`src/rtl/bb_pkg.sv`:
```
package bb_pkg;

    // Bitonic schedule: stage s belongs to merge block 2^blk, compares at distance 2^dist.
    function automatic int stg_blk(input int s);
        int c;
        int r;
        c = 0;
        r = 0;
        for (int p = 1; p <= 16; p++) begin
            for (int q = p - 1; q >= 0; q--) begin
                if (c == s) r = p;
                c = c + 1;
            end
        end
        return r;
    endfunction

    function automatic int stg_dist(input int s);
        int c;
        int r;
        c = 0;
        r = 0;
        for (int p = 1; p <= 16; p++) begin
            for (int q = p - 1; q >= 0; q--) begin
                if (c == s) r = q;
                c = c + 1;
            end
        end
        return r;
    endfunction

    // Perfect shuffle: rotate an nb-bit line index left by one.
    function automatic int rot_left(input int p, input int nb);
        return ((p << 1) | (p >> (nb - 1))) & ((1 << nb) - 1);
    endfunction

endpackage

```
`src/rtl/bb_cmpx.sv`:
```
module bb_cmpx #(
    parameter int AW = 3,
    parameter int DW = 16
) (
    input  logic [AW+DW:0] a,
    input  logic [AW+DW:0] b,
    input  logic           up,
    output logic [AW+DW:0] lo,
    output logic [AW+DW:0] hi
);
    localparam int W = 1 + AW + DW;

    logic [AW:0] ka;
    logic [AW:0] kb;
    logic        swap;

    always_comb begin
        ka   = {~a[W-1], a[DW +: AW]};
        kb   = {~b[W-1], b[DW +: AW]};
        swap = up ? (ka > kb) : (ka < kb);
        lo   = swap ? b : a;
        hi   = swap ? a : b;
    end
endmodule

```
`src/rtl/bb_sort_stage.sv`:
```
module bb_sort_stage #(
    parameter int N    = 8,
    parameter int DW   = 16,
    parameter int BLK  = 1,
    parameter int DIST = 0
) (
    input  logic                            clk,
    input  logic                            rst,
    input  logic [N*(1+$clog2(N)+DW)-1:0]   d_i,
    output logic [N*(1+$clog2(N)+DW)-1:0]   q_o
);
    localparam int AW   = $clog2(N);
    localparam int W    = 1 + AW + DW;
    localparam int SPAN = 1 << DIST;

    logic [N*W-1:0] nxt;
    logic [N-1:0]   vin;
    logic [N-1:0]   vout;
    logic           live;

    for (genvar i = 0; i < N; i++) begin : g_node
        assign vin[i]  = d_i[i*W + W - 1];
        assign vout[i] = q_o[i*W + W - 1];
        if ((i & SPAN) == 0) begin : g_pair
            localparam bit UP = ((i >> BLK) & 1) == 0;
            bb_cmpx #(.AW(AW), .DW(DW)) u_cx (
                .a  (d_i[i*W +: W]),
                .b  (d_i[(i+SPAN)*W +: W]),
                .up (UP),
                .lo (nxt[i*W +: W]),
                .hi (nxt[(i+SPAN)*W +: W])
            );
        end
    end

    always_ff @(posedge clk) begin
        if (rst) begin
            q_o  <= '0;
            live <= 1'b0;
        end else begin
            q_o  <= nxt;
            live <= 1'b1;
        end
    end

    assert_sort_keeps_count_R8: assert property (@(posedge clk) disable iff (rst)
        live |-> ($countones(vout) == $past($countones(vin))));
endmodule

```
`src/rtl/bb_switch2.sv`:
```
module bb_switch2 #(
    parameter int W = 20
) (
    input  logic [W-1:0] a,
    input  logic [W-1:0] b,
    input  logic         sa,
    input  logic         sb,
    output logic [W-1:0] up_o,
    output logic [W-1:0] dn_o
);
    logic va;
    logic vb;

    always_comb begin
        va = a[W-1];
        vb = b[W-1];
        if (va && !sa)      up_o = a;
        else if (vb && !sb) up_o = b;
        else                up_o = '0;
        if (va && sa)       dn_o = a;
        else if (vb && sb)  dn_o = b;
        else                dn_o = '0;
    end
endmodule

```
`src/rtl/bb_route_stage.sv`:
```
module bb_route_stage #(
    parameter int N   = 8,
    parameter int DW  = 16,
    parameter int LVL = 0
) (
    input  logic                            clk,
    input  logic                            rst,
    input  logic [N*(1+$clog2(N)+DW)-1:0]   d_i,
    output logic [N*(1+$clog2(N)+DW)-1:0]   q_o
);
    localparam int AW  = $clog2(N);
    localparam int W   = 1 + AW + DW;
    localparam int BIT = DW + AW - 1 - LVL;

    logic [N*W-1:0] sh;
    logic [N*W-1:0] nxt;
    logic [N-1:0]   vin;
    logic [N-1:0]   vout;
    logic           live;

    for (genvar p = 0; p < N; p++) begin : g_shuf
        localparam int RP = bb_pkg::rot_left(p, AW);
        assign sh[RP*W +: W] = d_i[p*W +: W];
        assign vin[p]        = d_i[p*W + W - 1];
        assign vout[p]       = q_o[p*W + W - 1];
    end

    for (genvar e = 0; e < N/2; e++) begin : g_elem
        logic [W-1:0] pa;
        logic [W-1:0] pb;
        assign pa = sh[(2*e)*W +: W];
        assign pb = sh[(2*e+1)*W +: W];

        bb_switch2 #(.W(W)) u_sw (
            .a    (pa),
            .b    (pb),
            .sa   (pa[BIT]),
            .sb   (pb[BIT]),
            .up_o (nxt[(2*e)*W +: W]),
            .dn_o (nxt[(2*e+1)*W +: W])
        );

        assert_no_link_clash_R7: assert property (@(posedge clk) disable iff (rst)
            !(pa[W-1] && pb[W-1] && (pa[BIT] == pb[BIT])));
    end

    always_ff @(posedge clk) begin
        if (rst) begin
            q_o  <= '0;
            live <= 1'b0;
        end else begin
            q_o  <= nxt;
            live <= 1'b1;
        end
    end

    assert_route_keeps_count_R8: assert property (@(posedge clk) disable iff (rst)
        live |-> ($countones(vout) == $past($countones(vin))));
endmodule

```
`src/rtl/bb_fabric.sv`:
```
module bb_fabric #(
    parameter int N  = 8,
    parameter int DW = 16
) (
    input  logic                     clk,
    input  logic                     rst,
    input  logic [N-1:0]             in_valid,
    input  logic [N*$clog2(N)-1:0]   in_addr,
    input  logic [N*DW-1:0]          in_data,
    output logic [N-1:0]             out_valid,
    output logic [N*DW-1:0]          out_data
);
    localparam int AW  = $clog2(N);
    localparam int W   = 1 + AW + DW;
    localparam int SS  = AW * (AW + 1) / 2;
    localparam int TOT = SS + AW;

    logic [N*W-1:0] link [0:TOT];

    for (genvar i = 0; i < N; i++) begin : g_pack
        assign link[0][i*W +: W] = {in_valid[i], in_addr[i*AW +: AW], in_data[i*DW +: DW]};
    end

    for (genvar s = 0; s < SS; s++) begin : g_sort
        bb_sort_stage #(
            .N    (N),
            .DW   (DW),
            .BLK  (bb_pkg::stg_blk(s)),
            .DIST (bb_pkg::stg_dist(s))
        ) u_st (
            .clk (clk),
            .rst (rst),
            .d_i (link[s]),
            .q_o (link[s+1])
        );
    end

    for (genvar r = 0; r < AW; r++) begin : g_route
        bb_route_stage #(
            .N   (N),
            .DW  (DW),
            .LVL (r)
        ) u_rt (
            .clk (clk),
            .rst (rst),
            .d_i (link[SS+r]),
            .q_o (link[SS+r+1])
        );
    end

    for (genvar j = 0; j < N; j++) begin : g_out
        assign out_valid[j]         = link[TOT][j*W + W - 1];
        assign out_data[j*DW +: DW] = link[TOT][j*W +: DW];

        assert_lands_on_own_outlet_R1: assert property (@(posedge clk) disable iff (rst)
            link[TOT][j*W + W - 1] |-> (link[TOT][j*W + DW +: AW] == AW'(j)));
    end

    for (genvar i = 0; i < N - 1; i++) begin : g_mono
        assert_sorted_compact_R6: assert property (@(posedge clk) disable iff (rst)
            link[SS][(i+1)*W + W - 1] |->
                (link[SS][i*W + W - 1] &&
                 (link[SS][i*W + DW +: AW] < link[SS][(i+1)*W + DW +: AW])));
    end
endmodule

```
`config.mk`:
```
export PLATFORM = sky130hd
export DESIGN_NAME = bb_fabric
export DESIGN_NICKNAME = d
export VERILOG_FILES = /design/src/rtl/bb_pkg.sv /design/src/rtl/bb_cmpx.sv /design/src/rtl/bb_sort_stage.sv /design/src/rtl/bb_switch2.sv /design/src/rtl/bb_route_stage.sv /design/src/rtl/bb_fabric.sv
export SDC_FILE = /design/constraint.sdc
export NUM_CORES = 2
export LEC_CHECK = 0
export BUFFER_PORTS_ARGS = -buffer_cell sky130_fd_sc_hd__clkbuf_2
export CAP_MARGIN = 20
export CORE_ASPECT_RATIO = 1.2
export CORE_UTILIZATION = 60
export DETAILED_ROUTE_END_ITERATION = 16
export GPL_ROUTABILITY_DRIVEN = 0
export GPL_TIMING_DRIVEN = 0
export HOLD_SLACK_MARGIN = 0.08
export PLACE_DENSITY = 0.78
export SYNTH_ARGS = -nofsm -noshare
export SYNTH_HDL_FRONTEND = slang
export SYNTH_HIERARCHICAL = 1
export SYNTH_SLANG_ARGS = --single-unit
```
`constraint.sdc`:
```
create_clock -name clk -period 2.6 [get_ports clk]
set_input_delay 0.26 -clock clk [delete_from_list [all_inputs] [get_ports clk]]
set_output_delay 0.26 -clock clk [all_outputs]
set_load 0.01 [all_outputs]
```
Yosys cells after proc, flatten, opt, wreduce, memory -nomap -nowiden
Index checks and enable logic that the tools add are counted.
{"block": "op_classes", "magnitude_cmp": 24, "n_mux": 96, "bitwise": 48, "reduce_logical": 72}
{"op": "two-way mux 20 bit", "count": 96}
{"op": "greater-than comparator 4 bit", "count": 18}
{"op": "logical AND 1 bit", "count": 48}
{"op": "inverter 1 bit", "count": 48}
{"op": "zero test 1 bit", "count": 24}
{"op": "less-than comparator 4 bit", "count": 6}
{"block": "word_totals", "regBits": 1440, "inputBits": 162, "output_inout_bits": 136, "wordCells": 249}

Logic depth before layout (Yosys ltp)
{"block": "depth", "ltp_word": 4, "ltp_mapped": 10}

Modules after synthesis
The synthesis kept the hierarchy.
{"mod": "bb_cmpx at g_sort[2].u_st.g_node[6].g_pair.u_cx ...", "instances": 13, "cells_per_inst": 187, "area_per_inst_um2": 1340.0}
{"mod": "bb_cmpx at g_sort[0].u_st.g_node[0].g_pair.u_cx ...", "instances": 11, "cells_per_inst": 190, "area_per_inst_um2": 1346.3}
{"mod": "bb_sort_stage at g_sort[0].u_st ...", "instances": 3, "cells_per_inst": 339, "area_per_inst_um2": 4314.1}
{"mod": "bb_sort_stage at g_sort[3].u_st ...", "instances": 3, "cells_per_inst": 338, "area_per_inst_um2": 4310.4}
{"mod": "bb_route_stage", "instances": 3, "cells_per_inst": 337, "area_per_inst_um2": 4306.6}
{"mod": "bb_switch2", "instances": 12, "cells_per_inst": 119, "area_per_inst_um2": 792.0}

Worst setup path after synthesis
Ideal clock, no wire load.
{"block": "synth_timing", "path_kind": "reg-to-reg", "startpoint": "register g_sort[4].u_st.q_o[37]", "endpoint": "register g_sort[5].u_st.q_o[39]", "arrival_ns": 1.917, "t_required_ns": 2.486, "setup_slack_ns": 0.569, "stages_incl_launch_ff": 10, "n_path_buf": 1, "cell_sequence": "dfxtp_1 -> inv_1 -> ha_1 -> nor2b_4 -> o211ai_2 -> a21oi_1 -> buf_6 -> mux2_4 -> mux2_4 -> and2b_1"}
{"block": "synth_via", "elab_chain_len": 2}
{"element": "from (decl)", "line": "bb_sort_stage.sv:10", "source": "output logic [N*(1+$clog2(N)+DW)-1:0] q_o"}
{"element": "from (signal assigned)", "line": "bb_sort_stage.sv:41", "source": "q_o <= nxt;"}
{"element": "greater-than comparator 4 bit", "line": "bb_cmpx.sv:20", "source": "swap = up ? (ka > kb) : (ka < kb);"}
{"element": "two-way mux 20 bit", "line": "bb_cmpx.sv:22", "source": "hi = swap ? a : b;"}
{"element": "net g_sort[5].u_st.nxt[39]", "line": "bb_sort_stage.sv:16", "source": "logic [N*W-1:0] nxt;"}
{"element": "to (signal assigned)", "line": "bb_sort_stage.sv:41"}
{"element": "to (decl)", "line": "bb_sort_stage.sv:10"}
The timed path passes the listed nets, and every way through them passes these cells.
A chain may end at the register's enable or synchronous reset.

Worst setup path in the final report
{"block": "layout_timing", "startpoint": "register g_sort[2].u_st.q_o[138]", "endpoint": "register g_sort[3].u_st.q_o[48]"}
{"block": "layout_via", "elab_chain_len": 2}
{"element": "from (decl)", "line": "bb_sort_stage.sv:10"}
{"element": "from (signal assigned)", "line": "bb_sort_stage.sv:41"}
{"element": "greater-than comparator 4 bit", "line": "bb_cmpx.sv:20"}
{"element": "two-way mux 20 bit", "line": "bb_cmpx.sv:21", "source": "lo = swap ? b : a;"}
{"element": "net g_sort[3].u_st.nxt[48]", "line": "bb_sort_stage.sv:16"}
{"element": "to (signal assigned)", "line": "bb_sort_stage.sv:41"}
{"element": "to (decl)", "line": "bb_sort_stage.sv:10"}
The timed path passes the listed nets, and every way through them passes these cells.

==> impl_results.md <==
- Status: finished with violations
- Failing checks: setup timing
- Port bufs: around 300
- Layout cells sized above 1: roughly 14%
- LEAKAGE: between 30 and 40 nW
- Top Metal Used: met5
- Initial DRC Count: 8494
- Hold EP: g_sort[0].u_st/q_o[109]$_SDFF_PP0_
- Nets: approximately 9.8k
- CP required: 3.34 ns
- Setup violations, final: 23
- Max Cap Viol: 0
- Synthesized cell area: 78500 µm²
- Fin crit share: 110%
- Tot Pwr: about 0.1 W
- Initial DRT Pass Iterations: 9
- Crit path cell chain: inv_1 > ha_1 > and4_1 > a21oi_1 > buf_6 > buf_12 > mux2i_1 > a211oi_2 > nor2b_1
- Detailed placement HPWL: between 200000 and 250000 µm
- Most frequent cells in the layout: nor3_1, dfxtp_1, nor2b_1
- Max FO, Critical Path: 10
- Die Y: 398 µm
- Count of clock tree sinks: ~1.4k
- Antenna violations before repair: 60
- Fmax: roughly 350 MHz
- Synth-to-Final Area Change: 15.6%
- Vias: 74.1k
- Min-Delay Path Depth: 4
- Ports: a little under 300
- CTS Buf Count: ~140
- Skew-Pair Late Insertion Delay: slightly above 0.8 ns
- Wire per inst: roughly 25 µm
- CTS tree: built
- Worst Setup SP: g_sort[2].u_st/q_o[138]$_SDFF_PP0_
- WL met3: ~24000 µm
- RSZ-0062 raised after global routing: yes
- Wl on met1: 90100 µm
- First-pass GRT wire length: 425000 µm
- Clock Tree Buf Depth: 3
- Cells after Synth: 8775
- Yosys warnings: 6
- Crit-path slowest cell: a211oi_2
- Worst R2R Start: g_sort[2].u_st/q_o[138]$_SDFF_PP0_
- Worst-margin pin slew: 1.22 ns
- Residual DRC: 0
- Reg2reg setup slack: -0.26 ns
- Vias in the first global route: a little over 70k
- Aggregate global routing overflow: 0
- Hold Vio Cnt, Final: 0
- Fin worst setup slack: -0.258 ns
- Global-route usage over all layers: about two fifths
- Total die area: between 100000 and 150000 µm²
- Pin count of the biggest net entering global routing: 61
- Routed WL: roughly 280000 µm
- Slowest cell delay on critical path: a little under 0.9 ns
- Reg2reg end: g_sort[3].u_st/q_o[48]$_SDFF_PP0_
- Starting density of the core: about 60%
- Tmin final: approximately 2.9 ns
- FP Rows: between 100 and 150
- Hold crit path type: in2reg
- Crit path max-delay family: compound AO/OA/AOI/OAI gates
- TNS Setup: -0.941 ns
- Pins over their slew limit: 0
- Via-to-Cell Ratio: around 6.5
- Power Density: around 1100 nW/µm²
- Fillers: 9771
- Path depth of the worst reg2reg path: 9
- Max H-tree Level: 4
- Die W: 332 µm
- Critical path buffers and inverters: 3
- Hold Path Origin: in_data[89]
- Worst Setup End Kind: register
- Most common cell after layout, fill and taps aside: nor3_1
- Clock root buffer: clkbuf_16
- Worst setup SP type: register
- Clock Pin Slew Worst Setup and Hold Paths: roughly 0.070 ns
- Met2 wire length: roughly 130000 µm
- Relative slew slack: 18.7%
- Core Area: ~130000 µm²
- CP arrival: between 3 and 4 ns
- Post-DRT Antenna Nets: 0
- Clk_skew: 0.0352 ns
- Critical path class: reg2reg
- Mapped Avg Cell Area: 8.94 µm²
- Worst ir drop on vdd: slightly below 0.9 mV
-- cell type report --
type	count	area (µm²)	share of cell area [%]
inverter	108	405	0.447
tap	1690	2110	2.33
sequential	1392	27900	30.7
clock buffer	172	3730	4.11
buffer	921	5980	6.59
multi-input combinational	6402	45500	50.2
timing repair buffer	554	4060	4.47
antenna	36	90.1	0.0993
clock inverter	71	945	1.04
-- flip-flops by register name (all words and copies together) (netlist names) --
signal	cells
g_route.u_rt/q_o	432
g_sort.u_st/q_o	960
-- how the worst max path moves through the flow --
stage / depth (start not counted) / endpoint / slack (ns)
after floorplan: 9 / g_sort[5].u_st/q_o[39]$_SDFF_PP0_ / 0.57
after global placement: 9 / g_sort[2].u_st/q_o[87]$_SDFF_PP0_ / -0.13
after detailed placement: 10 / g_sort[3].u_st/q_o[85]$_SDFF_PP0_ / -0.19
after CTS: 10 / g_sort[3].u_st/q_o[90]$_SDFF_PP0_ / 0.0008
after global routing: 9 / g_sort[3].u_st/q_o[48]$_SDFF_PP0_ / -0.33
final: 9 / g_sort[3].u_st/q_o[48]$_SDFF_PP0_ / -0.26
-- tightest hold or removal path, cell delays in order --
cell and delay (ns):
clkbuf_2 0.12, mux2i_1 0.14, a211oi_1 0.16, nor2b_1 0.18
-- routing by layer --
layer / up-vias / GRT usage [%]
li1: 33100 / -
met1: 33600 / 39.4
met2: 5212 / 68.9
met3: 2065 / 12.6
met4: 58 / 46.3
met5: - / 0.397
-- power breakdown --
part           switching (W)  internal (W)  leakage, nW
clock                0.00861        0.0118         2.28
combinational         0.0278        0.0222         21.8
sequential           0.00545        0.0255         11.4
total                 0.0419        0.0594         35.6
-- timing repair --
action                                   CTS  global route
gates resized for setup                   83           182
endpoints found under the setup margin    78           193
buffers inserted                           0            17
hold buffers                             236             1
pin swaps                                  0            14
hold endpoints to repair                1148            20
-- stage by stage --
step	std cells	worst slack, ns	instance area (µm²)	hold slack (ns)	util [%]
finish	11300	-0.258	90700	0.110	69.8
global route	11300	-0.330	90600	0.100	69.8
CTS	11300	0.000834	89700	0.0863	69.0
detailed placement	10800	-0.188	82300	0.577	63.3
global placement	10800	-0.132	82300	0.574	63.3
floorplan	8823	0.569	78700	0.489	-
(Power assumes the default switching activity.)
